## config.mk

```make
export PLATFORM = sky130hd
export DESIGN_NAME = pgm_busy_ctrl
export DESIGN_NICKNAME = d
export VERILOG_FILES = /design/src/rtl/pgm_busy_pkg.sv /design/src/rtl/pgm_delay_timer.sv /design/src/rtl/pgm_commit_seq.sv /design/src/rtl/pgm_cs_gap_mon.sv /design/src/rtl/pgm_busy_ctrl.sv
export SDC_FILE = /design/constraint.sdc
export NUM_CORES = 1
export LEC_CHECK = 0
export CAP_MARGIN = 40
export CORE_UTILIZATION = 30
export DETAILED_ROUTE_END_ITERATION = 12
export GPL_ROUTABILITY_DRIVEN = 1
export SLEW_MARGIN = 20
export SYNTH_ARGS = -nofsm -noshare
export SYNTH_HDL_FRONTEND = slang
export SYNTH_SLANG_ARGS = --single-unit
```

## constraint.sdc

```tcl
create_clock -name clk -period 4.8 [get_ports clk]
set_clock_uncertainty 0.2 [all_clocks]
set_input_delay 0.72 -clock clk [delete_from_list [all_inputs] [get_ports clk]]
set_output_delay 0.72 -clock clk [all_outputs]
set_load 0.02 [all_outputs]
```

## src/rtl/pgm_busy_pkg.sv

```systemverilog
`timescale 1ns/1ps
package pgm_busy_pkg;
  typedef enum logic [1:0] {
    WK_SINGLE = 2'b00,
    WK_PAGE   = 2'b01,
    WK_ALL    = 2'b10
  } wr_kind_e;

  typedef enum logic [1:0] {
    ST_IDLE   = 2'b00,
    ST_COUNT  = 2'b01,
    ST_COMMIT = 2'b10
  } pgm_state_e;
endpackage

```

## src/rtl/pgm_delay_timer.sv

```systemverilog
`timescale 1ns/1ps
module pgm_delay_timer #(
  parameter int CYCLES = 500000
) (
  input  logic clk,
  input  logic rst_n,
  input  logic start,
  output logic busy,
  output logic done
);
  localparam int CW = (CYCLES > 1) ? $clog2(CYCLES) : 1;

  logic [CW-1:0] cnt;
  logic          run;

  assign busy = run;
  assign done = run && (cnt == CW'(CYCLES - 1));

  always_ff @(posedge clk) begin
    if (!rst_n) begin
      run <= 1'b0;
      cnt <= '0;
    end else if (start) begin
      run <= 1'b1;
      cnt <= '0;
    end else if (run) begin
      if (done) run <= 1'b0;
      else      cnt <= cnt + 1'b1;
    end
  end

  // the count window ends exactly once per start
  assert_done_ends_count_R4: assert property (@(posedge clk) disable iff (!rst_n)
    done && !start |=> !run);
endmodule

```

## src/rtl/pgm_commit_seq.sv

```systemverilog
`timescale 1ns/1ps
module pgm_commit_seq
  import pgm_busy_pkg::*;
#(
  parameter int ADDR_W     = 6,
  parameter int DATA_W     = 16,
  parameter int PAGE_WORDS = 4
) (
  input  logic                         clk,
  input  logic                         rst_n,
  input  logic                         start,
  input  wr_kind_e                     kind,
  input  logic [ADDR_W-1:0]            base,
  input  logic [PAGE_WORDS-1:0]        mask,
  input  logic [PAGE_WORDS*DATA_W-1:0] words,
  output logic                         wr_en,
  output logic [ADDR_W-1:0]            wr_addr,
  output logic [DATA_W-1:0]            wr_data,
  output logic                         done
);
  localparam int PG_W = $clog2(PAGE_WORDS);
  localparam int SPAN = 1 << ADDR_W;

  logic              run;
  logic [ADDR_W-1:0] idx;
  logic [PG_W-1:0]   slot;
  logic              last;

  assign slot = idx[PG_W-1:0];
  assign last = (kind == WK_ALL) ? (idx == ADDR_W'(SPAN - 1))
                                 : (idx == ADDR_W'(PAGE_WORDS - 1));
  assign done = run && last;

  always_comb begin
    wr_en   = 1'b0;
    wr_addr = {base[ADDR_W-1:PG_W], slot};
    wr_data = words[slot*DATA_W +: DATA_W];
    if (run) begin
      unique case (kind)
        WK_ALL: begin
          wr_en   = 1'b1;
          wr_addr = idx;
          wr_data = words[DATA_W-1:0];
        end
        WK_SINGLE: wr_en = (slot == base[PG_W-1:0]);
        default:   wr_en = mask[slot];
      endcase
    end
  end

  always_ff @(posedge clk) begin
    if (!rst_n) begin
      run <= 1'b0;
      idx <= '0;
    end else if (start) begin
      run <= 1'b1;
      idx <= '0;
    end else if (run) begin
      if (last) run <= 1'b0;
      idx <= idx + 1'b1;
    end
  end

  // a fill keeps one word on the write bus for the whole burst
  assert_fill_word_const_R10: assert property (@(posedge clk) disable iff (!rst_n)
    run && (kind == WK_ALL) && (idx != '0) |-> $stable(wr_data));
  // the burst ends after its final slot
  assert_burst_ends_R7: assert property (@(posedge clk) disable iff (!rst_n)
    done && !start |=> !run);
endmodule

```

## src/rtl/pgm_cs_gap_mon.sv

```systemverilog
`timescale 1ns/1ps
module pgm_cs_gap_mon #(
  parameter int MIN_LOW = 20
) (
  input  logic clk,
  input  logic rst_n,
  input  logic cs,
  output logic err
);
  localparam int CW = $clog2(MIN_LOW + 1);

  logic          cs_q;
  logic [CW-1:0] low_cnt;

  always_ff @(posedge clk) begin
    if (!rst_n) begin
      cs_q    <= 1'b0;
      low_cnt <= CW'(MIN_LOW);
      err     <= 1'b0;
    end else begin
      cs_q <= cs;
      err  <= 1'b0;
      if (!cs) begin
        if (cs_q)                         low_cnt <= CW'(1);
        else if (low_cnt != CW'(MIN_LOW)) low_cnt <= low_cnt + 1'b1;
      end else if (!cs_q) begin
        err <= (low_cnt < CW'(MIN_LOW));
      end
    end
  end

  // the flag is a single-cycle pulse
  assert_err_single_pulse_R11: assert property (@(posedge clk) disable iff (!rst_n)
    err |=> !err);
endmodule

```

## src/rtl/pgm_busy_ctrl.sv

```systemverilog
`timescale 1ns/1ps
module pgm_busy_ctrl
  import pgm_busy_pkg::*;
#(
  parameter int ADDR_W      = 6,
  parameter int DATA_W      = 16,
  parameter int PAGE_WORDS  = 4,
  parameter int PROG_CYCLES = 500000,
  parameter int MIN_CS_LOW  = 20
) (
  input  logic                         clk,
  input  logic                         rst_n,
  input  logic                         cs,
  input  logic                         sk_rise,
  input  logic                         start_bit,
  input  logic                         commit_req,
  input  logic [1:0]                   commit_kind,
  input  logic [ADDR_W-1:0]            commit_addr,
  input  logic [PAGE_WORDS-1:0]        commit_mask,
  input  logic [PAGE_WORDS*DATA_W-1:0] commit_data,
  output logic                         arr_wr_en,
  output logic [ADDR_W-1:0]            arr_wr_addr,
  output logic [DATA_W-1:0]            arr_wr_data,
  output logic                         status_ready,
  output logic                         do_bit,
  output logic                         do_oe,
  output logic                         cs_gap_err
);
  localparam int WORDS_W = PAGE_WORDS * DATA_W;

  pgm_state_e          st;
  logic                cs_q, armed, show;
  wr_kind_e            kind_q;
  logic [ADDR_W-1:0]   addr_q;
  logic [PAGE_WORDS-1:0] mask_q;
  logic [WORDS_W-1:0]  words_q;
  logic                cs_fall, go, busy;
  logic                t_busy, t_done, s_done;

  assign cs_fall = cs_q && !cs;
  assign go      = (st == ST_IDLE) && armed && cs_fall;
  assign busy    = (st != ST_IDLE);

  assign status_ready = !busy;
  assign do_bit       = !busy;
  assign do_oe        = show && cs;

  always_ff @(posedge clk) begin
    if (!rst_n) begin
      st      <= ST_IDLE;
      cs_q    <= 1'b0;
      armed   <= 1'b0;
      show    <= 1'b0;
      kind_q  <= WK_SINGLE;
      addr_q  <= '0;
      mask_q  <= '0;
      words_q <= '0;
    end else begin
      cs_q <= cs;
      unique case (st)
        ST_IDLE: begin
          if (go) begin
            st    <= ST_COUNT;
            armed <= 1'b0;
            show  <= 1'b1;
          end else if (commit_req && cs) begin
            armed   <= 1'b1;
            kind_q  <= wr_kind_e'(commit_kind);
            addr_q  <= commit_addr;
            mask_q  <= commit_mask;
            words_q <= commit_data;
          end else if (sk_rise) begin
            armed <= 1'b0;
          end
          if (start_bit && !go) show <= 1'b0;
        end
        ST_COUNT:  if (t_done) st <= ST_COMMIT;
        ST_COMMIT: if (s_done) st <= ST_IDLE;
        default:   st <= ST_IDLE;
      endcase
    end
  end

  pgm_delay_timer #(.CYCLES(PROG_CYCLES)) u_timer (
    .clk(clk), .rst_n(rst_n), .start(go), .busy(t_busy), .done(t_done)
  );

  pgm_commit_seq #(.ADDR_W(ADDR_W), .DATA_W(DATA_W), .PAGE_WORDS(PAGE_WORDS)) u_seq (
    .clk(clk), .rst_n(rst_n), .start(t_done), .kind(kind_q), .base(addr_q),
    .mask(mask_q), .words(words_q), .wr_en(arr_wr_en), .wr_addr(arr_wr_addr),
    .wr_data(arr_wr_data), .done(s_done)
  );

  pgm_cs_gap_mon #(.MIN_LOW(MIN_CS_LOW)) u_gap (
    .clk(clk), .rst_n(rst_n), .cs(cs), .err(cs_gap_err)
  );

  // a cycle only starts from a sampled chip-select fall
  assert_start_on_cs_fall_R2: assert property (@(posedge clk) disable iff (!rst_n)
    $rose(busy) |-> $past(!cs));
  // the array is untouched while the delay is counted
  assert_no_write_counting_R7: assert property (@(posedge clk) disable iff (!rst_n)
    t_busy |-> !arr_wr_en);
  // write strobes come only from the commit phase
  assert_write_in_commit_R7: assert property (@(posedge clk) disable iff (!rst_n)
    arr_wr_en |-> (st == ST_COMMIT));
  // ready indication persists until a start bit
  assert_ready_held_R6: assert property (@(posedge clk) disable iff (!rst_n)
    show && !busy && !start_bit |=> show);
endmodule

```

# == Word-level counts from Yosys, hierarchy flattened ==
# Cells that the tools add are included.
# W data, S select, Z words.
# op_classes
n_addsub,3
magnitude_cmp,2
n_eq_ne,11
n_shift,1
muxes,26
bitwise,4
n_reduce_logical,26
# op_table
operator,n
$shiftx A64 B7 Y16,1
$mux W16,2
$add A19 B1 Y19 const B,1
$eq A19 B19 Y1 const B,1
$mux W1,14
$mux W6,2
$mux W5,2
$logic_and A1 B1 Y1,8
$reduce_and A2 Y1,4
$add A6 B1 Y6 const B,1
$eq A6 B2 Y1 const B,1
$eq A6 B6 Y1 const B,1
$mux W2,3
$ne A2 B2 Y1 const B,3
$pmux W2 S3,1
$reduce_and A3 Y1,2
$reduce_bool A2 Y1,3
$add A5 B1 Y5 const B,1
$lt A5 B5 Y1 const B,1
$ne A5 B5 Y1 const B,1
$eq A2 B2 Y1 const B,2
$logic_not A2 Y1,2
$not A1 Y1,4
$reduce_or A2 Y1,2
other kinds (8),10
# totals
ff_bits,114
inputBits,82
out_inout_bits,27

# == Depth between registers and ports, before layout ==
# Gate-level depths: netlist (run 1).
# logic_depth
word_depth,7
depth_mapped,7
depth_no_buf,6

# == By module ==
# Synthesis (run 1) repeated with hierarchy kept, for this count alone.
# hier_totals
hier_cells,674
area_unflattened_um2,5641.7
# modules_own_cells
mod,instances,cells_each,area_per_inst_um2,seq_area_each_um2
pgm_busy_ctrl,1,353,3057.9,1621.6
pgm_commit_seq,1,158,1184.9,140.1
pgm_delay_timer,1,123,1049.8,400.4
pgm_cs_gap_mon,1,40,349.1,140.1

# == Least setup slack after synthesis (run 1) ==
# Ideal clock, no wire load.
# synth_path
path_type,register -> output
start,register u_seq.run
end,output arr_wr_data[10]
t_arrival_ps,1534
t_required_ps,3880
slack_ps,2346
path_stages_with_launch,6
path_cell_list,dfxtp_1 > clkbuf_1 > and2_1 > o21bai_1 > clkbuf_1 > o2bb2ai_1
# synth_via
elab_chain_cells,1
# synth_rtl
item,line_no,text
"start, declared",pgm_commit_seq.sv:24,logic run;
"start signal, assigned",pgm_commit_seq.sv:53,run <= 1'b0;
"start signal, assigned",pgm_commit_seq.sv:56,run <= 1'b1;
"start signal, assigned",pgm_commit_seq.sv:59,if (last) run <= 1'b0;
$mux W16,pgm_commit_seq.sv:38,if (run) begin
"end, declared",pgm_busy_ctrl.sv:23,"output logic [DATA_W-1:0] arr_wr_data,"
# Every way passes these cells.

# == Final worst setup path (run 1) ==
# layout_path
start,register u_seq.idx[0]
end,output arr_wr_en
# layout_via
elab_chain_cells,4
# layout_rtl
item,line_no,text
"start, declared",pgm_commit_seq.sv:25,logic [ADDR_W-1:0] idx;
"start signal, assigned",pgm_commit_seq.sv:60,idx <= idx + 1'b1;
$bmux W1 S2,pgm_commit_seq.sv:46,default: wr_en = mask[slot];
$mux W1 (implied by the code),pgm_commit_seq.sv:46,
$pmux W1 S2 *,pgm_commit_seq.sv:39,unique case (kind)
$mux W1 *,pgm_commit_seq.sv:38,
"end, declared",pgm_busy_ctrl.sv:21,"output logic arr_wr_en,"
# Every way passes the cells marked *; elsewhere a longest branch is shown, timed or not. The select of a mux whose other input is x is not followed.

==> impl_summary.md, run 1 <==
Setup path
STA classifies the critical path startpoint as a register. The required time of the worst setup path is 3.88 ns. For the worst setup path, the data arrival time is 2.39 ns. The type of element capturing the critical path is an output pin. Of all nets on the critical path, the largest fanout is 23. The critical path is of the reg2out type.

Synth
By area the synthesized netlist is led by sky130_fd_sc_hd__dfxtp_1 45%, sky130_fd_sc_hd__nand2_1 13%, sky130_fd_sc_hd__a21oi_1 9.4%, sky130_fd_sc_hd__mux2_2 3.8%, sky130_fd_sc_hd__o2bb2ai_1 2.8%. The most used flip-flop cell after synthesis is sky130_fd_sc_hd__dfxtp_1. The count of unique library cells instantiated by Yosys is 48. The number of instances in the synthesized netlist is 623. The synthesized design devotes to its leading area cell type 45.1% of total area. The mapped netlist covers around 5100 um^2. The total nets after synthesis is 709. The biggest area contributor in the post-synthesis netlist is sky130_fd_sc_hd__dfxtp_1.

The number of flip-flops and latches in the synthesized netlist is 114. Counting instances in the post-synthesis netlist gives the leading cell types as 175 x sky130_fd_sc_hd__nand2_1, 114 x sky130_fd_sc_hd__dfxtp_1, 95 x sky130_fd_sc_hd__a21oi_1. The synthesized design contains 0 enable-type register cells.

The sequential share of the synthesized area is 45.1%. The fraction of registers with async set or reset after synthesis is 0%. In this run the mean area of a mapped cell was 8.13 um^2.

Yosys printed 0 warnings. The most used standard cell by instance count after synthesis is sky130_fd_sc_hd__nand2_1.

Global route
The total global routing overflow is 0. The initial antenna violation count is 0. The total routing resource utilization after global routing is 16.3%.

The pin count of the biggest net entering global routing is 77. The first global-routing pass estimated approximately 22 mm of wire. The via count of the first global-routing pass was 4248.

Drt
The via count of the routed design is 4550. The detailed-route wire length per cell is 14.6 um. The average via count per standard cell is 4.80. The violation count after the first detailed-routing iteration is 320. Wires add up to 13.9 mm. The first detailed-routing pass ran for 4 iterations. After detailed routing, the number of remaining DRC violations is 0.

The detail route stage leaves a number of antenna-violating nets equal to 0.

Floorplanning
The floorplan step defined a die boundary enclosing 17400 um^2. The number of standard-cell rows in the floorplan is 47. In this run the standard cell core region covers 16500 um^2.

The die width is 132 um. Measured along the y axis, the die boundary spans about 130 um. Pin placement for this block handled between 100 and 150 I/O pins. Once the floorplan was initialized, standard cells occupied 30.7% of the core.

Timing
Setup violations remaining at the end of the flow were counted as 0. The post-layout worst setup margin is 1.49 ns. Measured against its own limit, the worst slew margin works out to 45.4%. The time the final worst path needs with I/O delays and setup is 3.31 ns. Summed over all failing endpoints, the final setup total negative slack is 0 ns. The number of hold violations in the final report is 0.

The highest achievable clock rate is 302 MHz. Setup repair after global routing left no endpoint under its margin. For the pin with the worst max-slew slack, the measured transition is 0.819 ns. In the finished design, the share of the clock period the worst path needs comes to 69.0%. The number of max-slew violations in the final report is 0.

Final layout
The count of fill cells added during filler insertion is between 1.5k and 2k. The final core utilization is 41.8%. After the last flow step, the layout net total stands at 803. The share of final-layout standard cells stronger than drive strength 1 is slightly below 9%. The finished cells cover about 7000 um^2. The area growth from synthesis to layout is 36.4%. 0 antenna diodes ended up in the layout.

Placed design
Once placement finished, the instance area stood at 6340 um^2. The quantity of I/O buffers inserted on ports is 108. The HPWL after detailed placement is 9.65 mm. OpenSTA, run right after detailed placement, puts the worst setup slack at 1.66 ns.

The routability congestion estimate from global placement is 0.798.

Clocking
CTS built an H-tree with a depth of 4. Clock-pin slew was measured on the worst setup and hold paths at ~0.05 ns. The number of buffers inserted by post-CTS setup repair is 0. The number of buffers inserted for hold repair after clock tree synthesis is 0. The post-cts gate resize count is 0. The TritonCTS buffer count is 17. Counting every sink on the clock net gives 114. The maximum root-to-sink buffer count is 2.

At the later pin of the worst-skew pair, clock insertion delay measures 0.41 ns. The root buffer cell is sky130_fd_sc_hd__clkbuf_16. The TritonCTS clock tree is built.

Power and ir drop
The power per standard cell area is 352 nW/um^2. For this design the static power due to leakage is 0.00243 uW. IR analysis of the VDD net gives a maximum drop of 0.000221 V.

Job
The count of max-cap constraint violations is 0.

Hold path
The path class of the tightest hold or removal check is reg2reg.

Run status
The run finished with clean final reports.
-- cells by family (layout without fill, tap and decap cells) --
family | Yosys count | count (layout) | synth area share, %
XOR/XNOR | 9 | 9 | 1.56
flip-flops | 114 | 114 | 45.1
multiplexers | 30 | 30 | 6.67
AO/OA/AOI/OAI | 159 | 159 | 18.5
adder cells (fa/ha/maj) | 4 | 4 | 0.988
buffers and inverters | 50 | 154 | 4.47
AND/OR/NAND/NOR | 257 | 257 | 22.8
-- report_power, final --
| part | leakage, uW | internal (uW) | switching (uW) |
|---|---|---|---|
| combinational | 0.00121 | 116 | 100 |
| clock | 0.000285 | 805 | 409 |
| sequential | 0.000928 | 982 | 20.1 |
-- final cells by class --
| type | count | area (um^2) | area share, % |
|---|---|---|---|
| timing repair buffer | 120 | 1200 | 17.4 |
| clock buffer | 23 | 488 | 7.06 |
| clock inverter | 6 | 80.1 | 1.16 |
| sequential | 114 | 2280 | 33.0 |
| multi-input combinational | 459 | 2560 | 37.1 |
| tap | 220 | 275 | 3.98 |
| inverter | 5 | 18.8 | 0.272 |
-- state kept, by name (all words and copies together), names as in the netlist, 2 cells and up --
| signal | count |
|---|---|
| u_seq.idx | 6 |
| mask_q | 4 |
| st | 2 |
| u_gap.low_cnt | 5 |
| u_timer.cnt | 19 |
| kind_q | 2 |
| addr_q | 6 |
| words_q | 64 |
-- worst paths after layout --
kind | startpoint | to | slack (ns) | depth (start not counted)
max | u_seq.idx[0]$_SDFFE_PP0P_ | arr_wr_en | 1.49 | 6
min | words_q[16]$_SDFFE_PN0P_ | words_q[16]$_SDFFE_PN0P_ | 0.25 | 2
max reg2reg | st[1]$_SDFFE_PN0P_ | mask_q[1]$_SDFFE_PN0P_ | 2.67 | 6
min reg2reg | words_q[16]$_SDFFE_PN0P_ | words_q[16]$_SDFFE_PN0P_ | 0.25 | 2
-- per-layer routing --
layer / global-route usage, % / vias up / wire, um
met3: 4.31 / 11 / 755
met5: 0 / - / 0
met1: 22.2 / 2097 / 6720
met2: 24.7 / 97 / 6200
met4: 5.88 / 0 / 178
li1: - / 2345 / -
-- worst max-delay path: stages (launching register included) --
cell	delay, ns
sky130_fd_sc_hd__dfxtp_1	0.32
sky130_fd_sc_hd__buf_4	0.29
sky130_fd_sc_hd__mux4_2	0.54
sky130_fd_sc_hd__nand2_1	0.07
sky130_fd_sc_hd__o21ai_0	0.07
sky130_fd_sc_hd__and2_1	0.17
sky130_fd_sc_hd__clkdlybuf4s50_1	0.53
-- cell usage in the layout, fill, tap and decap left out, types with 5 or more instances in the layout --
master and n:
sky130_fd_sc_hd__buf_4 10, sky130_fd_sc_hd__xnor2_1 5, sky130_fd_sc_hd__a31oi_1 5, sky130_fd_sc_hd__nand3_1 12
sky130_fd_sc_hd__nand4_1 7, sky130_fd_sc_hd__nor2_1 14, sky130_fd_sc_hd__clkbuf_16 17, sky130_fd_sc_hd__and2_1 6
sky130_fd_sc_hd__nand2_1 175, sky130_fd_sc_hd__a21oi_1 95, sky130_fd_sc_hd__or3_1 5, sky130_fd_sc_hd__a22oi_1 16
sky130_fd_sc_hd__or4_1 5, sky130_fd_sc_hd__nand2b_1 7, sky130_fd_sc_hd__o2bb2ai_1 16, sky130_fd_sc_hd__mux2i_1 9
sky130_fd_sc_hd__dfxtp_1 114, sky130_fd_sc_hd__mux2_2 17, sky130_fd_sc_hd__clkdlybuf4s50_1 108, sky130_fd_sc_hd__o21ai_0 12
-- through the flow --
stage / hold slack (ns) / power, uW / cells
final: 0.250 / 2430 / 947
after global routing: 0.266 / 2530 / 947
after CTS: 0.253 / 2460 / 947
after detailed placement: 0.246 / 1240 / 918
after global placement: 0.241 / 1230 / 915
after floorplan: 0.232 / 1120 / 623
Power figures use the tool's default switching activity.
==> run 2, diff against run 1 <==
==> constraint.sdc (replaced) <==
create_clock -name clk -period 3.2 [get_ports clk]
set_clock_uncertainty 0.2 [all_clocks]
set_input_delay 0.48 -clock clk [delete_from_list [all_inputs] [get_ports clk]]
set_output_delay 0.48 -clock clk [all_outputs]
set_load 0.02 [all_outputs]
==> impl_summary.md, run 2 (synthesized netlist as in run 1, its figures left out) <==
Run status
Status: finished clean (unchanged).

Drt
The top routing layer in use is met4 (unchanged). The wire length on met3 is 679 um (was 755 um). The met2 wirelength from detailed routing is 6.08 mm (was 6.20 mm). The overall routed net length is 13.8 mm (was 13.9 mm).

The via count of the routed design is 4587 (was 4550). The iteration count of the initial detailed-routing pass is 4 (unchanged). The detailed-route wire length per cell is 14.5 um (was 14.6 um). The average via count per standard cell came to 4.83 (was 4.80). The met1 wire length is 6.85 mm (was 6.72 mm).

The post-detailed-route count of antenna-violating nets was 0 (unchanged). The total DRC errors in the routed layout was 0 (unchanged). The violation count after the first detailed-routing iteration was 349 (was 320).

Clocking
The TritonCTS buffer count was 17 (unchanged). The H-tree depth reported by CTS is 4 (unchanged). The post-cts gate resize count is 0 (unchanged).

The clock insertion delay at the later pin of the skew report came to 0.41 ns (about the same). The clock sink count came to 114 (unchanged). The maximum root-to-sink buffer count came to 2 (unchanged). The TritonCTS clock tree is built (unchanged). The number of buffers inserted for hold repair after clock tree synthesis is 0 (unchanged). The clock edge transition at the registers on the reported setup and hold paths is 0.05 ns (about the same).

The root buffer cell was sky130_fd_sc_hd__clkbuf_16 (unchanged). The number of buffers inserted by post-CTS setup repair is 0 (unchanged).

Timing
The final hold slack was 0.248 ns (was 0.250 ns). The actual transition at the worst max-transition pin was 0.540 ns (was 0.819 ns). The final cycle utilization of the critical path is 95.6%. The number of setup violations in the final report was 0 (unchanged). The number of hold violations in the final report is 0 (unchanged).

Setup repair after global routing missed its margin: false (unchanged). The setup TNS is 0 ns (unchanged). The relative slew slack came to 63.9% (was 45.4%). The number of max-slew violations in the final report was 0 (unchanged). The routed design could run at a clock period as short as 3.06 ns.

Static timing analysis puts the maximum clock frequency at around 330 MHz.

Power and ir drop
The part of the power in the clock network is 53.2% (was 49.9%). The sequential power share is 38.5% (was 41.2%). The final total power is 3910 uW (was 2430 uW). The worst voltage drop across the vdd grid is 0.000343 V (was 0.000221 V). The power per standard cell area is 557 nW/um^2 (was 352 nW/um^2).

The combinational power share is 8.4% (was 8.9%). The leakage power total is 0.00249 uW (was 0.00243 uW). The net switching fraction of the power is 21.1% (was 21.7%).

The net switching power of the design is 824 uW (was 529 uW). The cell internal power dissipation is 3080 uW (was 1900 uW).

Floorplanning
The die width is 132 um (unchanged). The die area is 17400 um^2 (unchanged). The effective utilization at floorplan is 30.7% (unchanged). The vertical extent of the die came to 132 um (unchanged). The number of standard-cell rows in the floorplan is 47 (unchanged). The area inside the core boundary is 16500 um^2 (unchanged).

The number of ports placed on the die boundary is 109 (unchanged).

Job
The count of max-cap constraint violations is 0 (unchanged).

Final layout
Largest registers: words_q x64, u_timer.cnt x19 (unchanged). The register with the most flip-flops is words_q (unchanged). The final core utilization is 42.5% (was 41.8%).

The count of fill cells added during filler insertion is 1669 (was 1667). The area of the multi-input gates was 2560 um^2 (unchanged). The layout overhead on the synthesized area is 38.5% (was 36.4%).

Commonest cells after routing, fill and taps aside: 175 x sky130_fd_sc_hd__nand2_1, 114 x sky130_fd_sc_hd__dfxtp_1, 107 x sky130_fd_sc_hd__clkdlybuf4s50_1, 95 x sky130_fd_sc_hd__a21oi_1 (was 175 x sky130_fd_sc_hd__nand2_1, 114 x sky130_fd_sc_hd__dfxtp_1, 108 x sky130_fd_sc_hd__clkdlybuf4s50_1, 95 x sky130_fd_sc_hd__a21oi_1). The cell area after layout was 7020 um^2 (was 6910 um^2). The share of final-layout standard cells stronger than drive strength 1 is 9.18% (was 8.67%). The sequential cell area is 2280 um^2 (unchanged). The number of diodes is 0 (unchanged). The total number of nets in the final design was 804 (was 803).

The flip-flop count of the largest register, all copies and words added is 64 (unchanged). The most common cell after layout, fill and taps aside is sky130_fd_sc_hd__nand2_1 (unchanged).

Placed design
The routability congestion estimate from global placement is 0.766 (was 0.798). The cell area reported after detailed placement came to 6360 um^2 (was 6340 um^2). The estimated wirelength of the detail-placed design was 9.55 mm (was 9.65 mm). The quantity of I/O buffers inserted on ports is 108 (unchanged).

Global route
The total global routing overflow is 0 (unchanged). The via count of the first global-routing pass came to 4340 (was 4248). The pin count of the biggest net entering global routing is 70 (was 77). The first-pass GRT wire length is 22.3 mm (was 22.1 mm). The total routing resource utilization after global routing came to 16.3% (about the same). The initial antenna violation count is 0 (unchanged).

Setup path
The classification of the worst setup path is reg2out (unchanged). The required time of the worst setup path is 2.52 ns (was 3.88 ns). The worst endpoint data arrival time is 2.38 ns (was 2.39 ns). The element type at the critical path start is a register (unchanged). The type of element capturing the critical path was an output pin (unchanged). The largest fanout of any net on the critical path is 16 (was 23).

Hold path
The worst hold-check path type is reg2reg (unchanged).
-- run 2: changes by cell type in the layout (fill, tap and decap cells not counted), sizes merged --
cell	before	now
bufinv	2	5
clkbuf	23	21
clkinvlp	0	2
buf	12	13
clkdlybuf4s50	108	107
clkinv	4	3
dlymetal6s2s	0	1
-- run 2: cell type report --
cell class / instances / area share (%)
Clock buffer: 21 / 6.71
Multi-Input combinational cell: 459 / 36.5
Timing Repair Buffer: 121 / 17.5
Clock inverter: 10 / 2.57
Inverter: 5 / 0.268
Sequential cell: 114 / 32.5
Tap cell: 220 / 3.92
-- run 2: final timing paths --
check | start | depth (start not counted) | slack (ns) | endpoint
setup reg to reg | u_timer.cnt[0]$_SDFFE_PP0P_ | 5 | 1.05 | u_timer.cnt[14]$_SDFFE_PP0P_
setup / recovery | u_seq.idx[1]$_SDFFE_PP0P_ | 6 | 0.14 | arr_wr_data[15]
hold reg to reg | words_q[22]$_SDFFE_PN0P_ | 2 | 0.25 | words_q[22]$_SDFFE_PN0P_
hold / removal | words_q[22]$_SDFFE_PN0P_ | 2 | 0.25 | words_q[22]$_SDFFE_PN0P_
-- run 2: per-stage QoR --
step / worst slack [ns] / instances
2_1_floorplan: 0.986 / 623
3_3_place_gp: 0.521 / 917
3_5_place_dp: 0.517 / 919
4_1_cts: 0.0741 / 950
5_1_grt: 0.0118 / 950
6_report: 0.142 / 950
-- run 2: worst max-delay path: stages, from the launching register on --
cell                              delay (ns)
sky130_fd_sc_hd__dfxtp_1                0.32
sky130_fd_sc_hd__buf_4                  0.24
sky130_fd_sc_hd__nor2b_1                0.16
sky130_fd_sc_hd__buf_4                  0.23
sky130_fd_sc_hd__a22oi_1                0.15
sky130_fd_sc_hd__o2bb2ai_1              0.23
sky130_fd_sc_hd__clkdlybuf4s50_1        0.64
-- run 2: per-layer routing --
| layer | global-route usage (%) | vias to the layer above |
|---|---|---|
| met2 | 24.8 | 95 |
| met4 | 6.07 | 0 |
| met1 | 21.8 | 2127 |
| met5 | 0 | - |
| li1 | - | 2352 |
| met3 | 4.58 | 13 |
-- run 2: power groups by stage --
stage	logic [uW]	clock network, uW	registers [uW]
3_3_place_gp	322	0	1530
6_report	327	2080	1500
4_1_cts	331	2110	1500
5_1_grt	360	2170	1510
2_1_floorplan	158	0	1520
3_5_place_dp	330	0	1530
